`src/rtl/sinc3_decim_pkg.sv`:
```
package sinc3_decim_pkg;

  // Per-cycle strobes from the control section to the datapath
  typedef struct packed {
    logic clear;   // wipe integrator and comb history (rate load)
    logic take;    // accept the current modulator bit into the integrators
    logic decim;   // frame end: advance the comb section
    logic emit;    // frame end after settling: update the output word
  } ctlStrobes_t;

endpackage

```
`src/rtl/sinc3_decim_ctrl.sv`:
```
module sinc3_decim_ctrl
  import sinc3_decim_pkg::*;
#(
  parameter int RATE_W       = 12,
  parameter int ORDER        = 3,
  parameter int MIN_RATE     = 40,
  parameter int DEFAULT_RATE = 64
) (
  input  logic              clk,
  input  logic              rst,
  input  logic              loadRate,
  input  logic [RATE_W-1:0] rateWord,
  output ctlStrobes_t       strobes,
  output logic              dataReady
);

  localparam int SET_W = $clog2(ORDER + 1);
  localparam logic [RATE_W-1:0] MIN_CODE = RATE_W'(MIN_RATE);
  localparam logic [RATE_W-1:0] DEF_CODE = RATE_W'(DEFAULT_RATE);

  logic [RATE_W-1:0] rateReg;
  logic [RATE_W-1:0] frameCnt;
  logic [SET_W-1:0]  settleCnt;
  logic [RATE_W-1:0] rateClamped;
  logic              frameEnd;
  logic              settled;

  assign rateClamped = (rateWord < MIN_CODE) ? MIN_CODE : rateWord;
  assign frameEnd    = (frameCnt == rateReg - RATE_W'(1));
  assign settled     = (settleCnt == SET_W'(ORDER));

  always_comb begin
    strobes.clear = loadRate;
    strobes.take  = !loadRate;
    strobes.decim = !loadRate && frameEnd;
    strobes.emit  = !loadRate && frameEnd && settled;
  end

  always_ff @(posedge clk) begin
    if (rst) begin
      rateReg   <= DEF_CODE;
      frameCnt  <= '0;
      settleCnt <= '0;
      dataReady <= 1'b0;
    end else if (loadRate) begin
      rateReg   <= rateClamped;
      frameCnt  <= '0;
      settleCnt <= '0;
      dataReady <= 1'b0;
    end else begin
      dataReady <= 1'b0;
      if (frameEnd) begin
        frameCnt <= '0;
        if (settled) dataReady <= 1'b1;
        else         settleCnt <= settleCnt + SET_W'(1);
      end else begin
        frameCnt <= frameCnt + RATE_W'(1);
      end
    end
  end

endmodule

```
`src/rtl/sinc3_decim_path.sv`:
```
module sinc3_decim_path
  import sinc3_decim_pkg::*;
#(
  parameter int ORDER = 3,
  parameter int ACC_W = 38
) (
  input  logic             clk,
  input  logic             rst,
  input  logic             modBit,
  input  ctlStrobes_t      strobes,
  output logic [ACC_W-1:0] dataOut
);

  logic signed [ACC_W-1:0] xIn;
  logic signed [ACC_W-1:0] integ   [ORDER];
  logic signed [ACC_W-1:0] intNext [ORDER];
  logic signed [ACC_W-1:0] combLink[ORDER+1];
  logic signed [ACC_W-1:0] combDly [ORDER];

  // 1 -> +1, 0 -> -1 in two's complement
  assign xIn = {{(ACC_W-1){~modBit}}, 1'b1};

  for (genvar g = 0; g < ORDER; g++) begin : g_integ
    if (g == 0) begin : g_first
      assign intNext[g] = integ[g] + xIn;
    end else begin : g_next
      assign intNext[g] = integ[g] + intNext[g-1];
    end
  end

  assign combLink[0] = intNext[ORDER-1];
  for (genvar g = 0; g < ORDER; g++) begin : g_comb
    assign combLink[g+1] = combLink[g] - combDly[g];
  end

  always_ff @(posedge clk) begin
    if (rst || strobes.clear) begin
      for (int k = 0; k < ORDER; k++) begin
        integ[k]   <= '0;
        combDly[k] <= '0;
      end
    end else begin
      if (strobes.take) begin
        for (int k = 0; k < ORDER; k++) integ[k] <= intNext[k];
      end
      if (strobes.decim) begin
        for (int k = 0; k < ORDER; k++) combDly[k] <= combLink[k];
      end
    end
  end

  always_ff @(posedge clk) begin
    if (rst)               dataOut <= '0;
    else if (strobes.emit) dataOut <= combLink[ORDER];
  end

endmodule

```
`src/rtl/sinc3_decim.sv`:
```
module sinc3_decim
  import sinc3_decim_pkg::*;
#(
  parameter int RATE_W       = 12,
  parameter int ORDER        = 3,
  parameter int MIN_RATE     = 40,
  parameter int DEFAULT_RATE = 64,
  parameter int ACC_W        = 2 + ORDER * RATE_W
) (
  input  logic              clk,
  input  logic              rst,
  input  logic              modBit,
  input  logic              loadRate,
  input  logic [RATE_W-1:0] rateWord,
  output logic [ACC_W-1:0]  dataOut,
  output logic              dataReady
);

  ctlStrobes_t strobes;

  sinc3_decim_ctrl #(
    .RATE_W(RATE_W), .ORDER(ORDER),
    .MIN_RATE(MIN_RATE), .DEFAULT_RATE(DEFAULT_RATE)
  ) u_ctrl (
    .clk(clk), .rst(rst), .loadRate(loadRate), .rateWord(rateWord),
    .strobes(strobes), .dataReady(dataReady)
  );

  sinc3_decim_path #(.ORDER(ORDER), .ACC_W(ACC_W)) u_path (
    .clk(clk), .rst(rst), .modBit(modBit), .strobes(strobes), .dataOut(dataOut)
  );

endmodule

```
`config.mk`:
```
export PLATFORM = sky130hd
export DESIGN_NAME = sinc3_decim
export DESIGN_NICKNAME = d
export VERILOG_FILES = /design/src/rtl/sinc3_decim_pkg.sv /design/src/rtl/sinc3_decim_ctrl.sv /design/src/rtl/sinc3_decim_path.sv /design/src/rtl/sinc3_decim.sv
export SDC_FILE = /design/constraint.sdc
export NUM_CORES = 1
export LEC_CHECK = 0
export ABC_CLOCK_PERIOD_IN_PS = 15500
export BUFFER_PORTS_ARGS = -buffer_cell sky130_fd_sc_hd__buf_2
export CAP_MARGIN = 15
export CORE_ASPECT_RATIO = 1.4
export CORE_MARGIN = 10
export CORE_UTILIZATION = 58
export DETAILED_ROUTE_END_ITERATION = 16
export PLACE_DENSITY = 0.85
export SLEW_MARGIN = 40
export SYNTH_ARGS = -nofsm -noshare
export SYNTH_HDL_FRONTEND = slang
export SYNTH_SLANG_ARGS = --single-unit
```
`constraint.sdc`:
```
create_clock -name clk -period 15.5 [get_ports clk]
set_clock_uncertainty 0.1 [all_clocks]
set_input_delay 3.875 -clock clk [delete_from_list [all_inputs] [get_ports clk]]
set_output_delay 3.875 -clock clk [all_outputs]
set_load 0.01 [all_outputs]
```
==> run metrics <==
Synth Area in Compound Gates 18.52%; Detailed Routing Iterations Pass 1 5; routed vias 17.99k; hpwl dp 36.24 mm; Detail Route Antenna Nets 0; row count 85; CTS root buffer clkbuf_16; largest net degree at the start of global routing 88; WS Path Type input pin to register; Yosys top cell area share 30.64%; final setup vio count 0; CTS tree yes; Hold Path Class register to register; max frequency 0.06758 GHz; first-pass GRT wire length 84.21 mm; synth-to-layout area growth 10.21%; Core ar. 0.03829 mm2; layout cells sized above 1 6.416%; slowest cell on the critical path or4_1; yosys warns 0; Least-Margin Pin Slew 811.8 ps; WL/cell 16.16 um; commonest cells after routing, fill and taps aside nor2_1, ha_1, edfxtp_1; pins over their slew limit 0; CP Capture Type register; Worst-Skew Late Latency 570 ps; total grt overflow 0; Max stage delay on crit path 530 ps; worst-path fanout max 7; clock buffer depth 3; top cell type by total area after synthesis edfxtp_1; drt total wl 49.78 mm; status finished, final reports clean; #FFs+latches synth 293; Final GP Congestion 0.9574; vias in the first global route 18.43k; WL met3 1.841 mm; htree depth 1; CP dominant cell by count a21o_1; via density per instance 5.840; CTS Buf Count 29; Placed Area 0.02352 mm2; worst hold slack 383.7 ps; die area 0.04688 mm2; Synth Area in XOR/XNOR 9.274%; register area share after synthesis 36.47%; Max Cap Viol 0; Die Y 252.2 um; Clock transition at path regs 60 ps; top_reg_cell synth edfxtp_1; post-synthesis mux area share 0.7168%; initial antenna violation count 0; die width 185.9 um; asr flop ratio synth 0%; met2 WL post-DR 25.72 mm; footprint of the multi-input gates 0.01372 mm2; Worst Path Required 15840 ps; Post-synth EDFFs 228; M1 WL 20.87 mm; total negative slack 0 ps; Tmin final 14800 ps; Adder-Cell Fraction of Synth Area 13.53%; fill count 2929; Synth Instances 2427; Total Routing Usage GR 21.04%; num ports 55; DR top layer met4; final core utilization 64.32%; post-route cell area 0.02462 mm2; post-synthesis cell type count 80; initial core utilization 58.36%; most common cell after layout, fill and taps aside nor2_1; antenna fix cells 0; port bufs 54; Arr. time, crit path 15130 ps; Iter 0 DRT Violations 1144; Post-Synthesis Cell Area 0.02234 mm2; simple-gate area share of the yosys netlist 16.88%; CP Launch Type input pin; worst relative slew slack 45.88%; ranking of synthesized cells by area edfxtp_1, ha_1, dfxtp_1; layout net count 2835; final worst path period share 95.46%; Syn Area/Cell 9.206 um2; main combinational cell family by area after synthesis compound AO/OA/AOI/OAI gates; final count of hold timing violations 0; FF/Latch Area 0.008148 mm2; Residual DRC 0; CTS Sinks 293
-- layer usage --
| layer | vias up | GRT usage (%) |
|---|---|---|
| met3 | 109 | 2.230 |
| met1 | 8539 | 24.20 |
| met5 | - | 0 |
| met4 | 0 | 6.557 |
| li1 | 8903 | - |
| met2 | 441 | 39.44 |
-- stage by stage --
step,instances,worst slack [ps]
detailed placement,3022,-118.3
global placement,3022,349.3
floorplan,2540,624.6
global route,3081,-86.00
CTS,3075,438.3
finish,3081,703.7
-- critical path, delay by kind of cell --
family / cells / cell delay (ps)
AO/OA/AOI/OAI: 29 / 5680
adder cells (fa/ha/maj): 6 / 2190
AND/OR/NAND/NOR: 8 / 1690
XOR/XNOR: 7 / 1190
buffers and inverters: 3 / 370
multiplexers: 1 / 130
-- cell families after synthesis --
kind of cell,Yosys count
simple gates,736
compound gates,640
flops,293
buf+inv,270
fa+ha+maj,238
xor+xnor,233
mux,16
other cells,1
-- worst paths after layout --
kind	end	cells after the start	from	slack (ps)
worst min-delay path	u_path.dataOut[5]$_SDFFE_PP0P_	2	u_path.dataOut[5]$_SDFFE_PP0P_	380
worst max-delay path	u_path.dataOut[37]$_SDFFE_PP0P_	54	modBit	700
worst min register to register	u_path.dataOut[5]$_SDFFE_PP0P_	2	u_path.dataOut[5]$_SDFFE_PP0P_	380
worst max register to register	u_path.dataOut[37]$_SDFFE_PP0P_	52	u_path.integ[0][0]$_SDFFCE_PN0P_	3830
-- flip-flops by register name, indices dropped and copies added, names as in the netlist --
signal	cells
u_ctrl.rateReg	12
u_ctrl.settleCnt	2
u_path.dataOut	38
u_ctrl.dataReady	1
u_path.integ	114
u_ctrl.frameCnt	12
u_path.combDly	114
-- timing repair --
action | in CTS | in global routing
setup endpoints to repair | 0 | 5
resized for setup | 0 | 24
setup buffers | 0 | 6
hold buffers | 0 | 0
-- area by class of cell --
type / count / share of cell area [%]
Multi-Input combinational cell: 1977 / 55.71
Clock buffer: 39 / 3.308
Inverter: 203 / 3.110
Tap cell: 478 / 2.429
Sequential cell: 293 / 33.09
Clock inverter: 14 / 0.5132
Timing Repair Buffer: 77 / 1.839
-- synth_stat cells (65+ instances only) --
cell type and number:
a21o_1 116, nand2_1 114, and2_1 76, a21oi_1 203, edfxtp_1 228, nor2_1 267, o21ai_0 82, ha_1 232
xor2_1 96, inv_1 202, xnor2_1 135, dfxtp_1 65
Power is left out: the tool's default activity adds up to more than one toggle a clock period on the data nets, which glitch-free logic cannot reach.
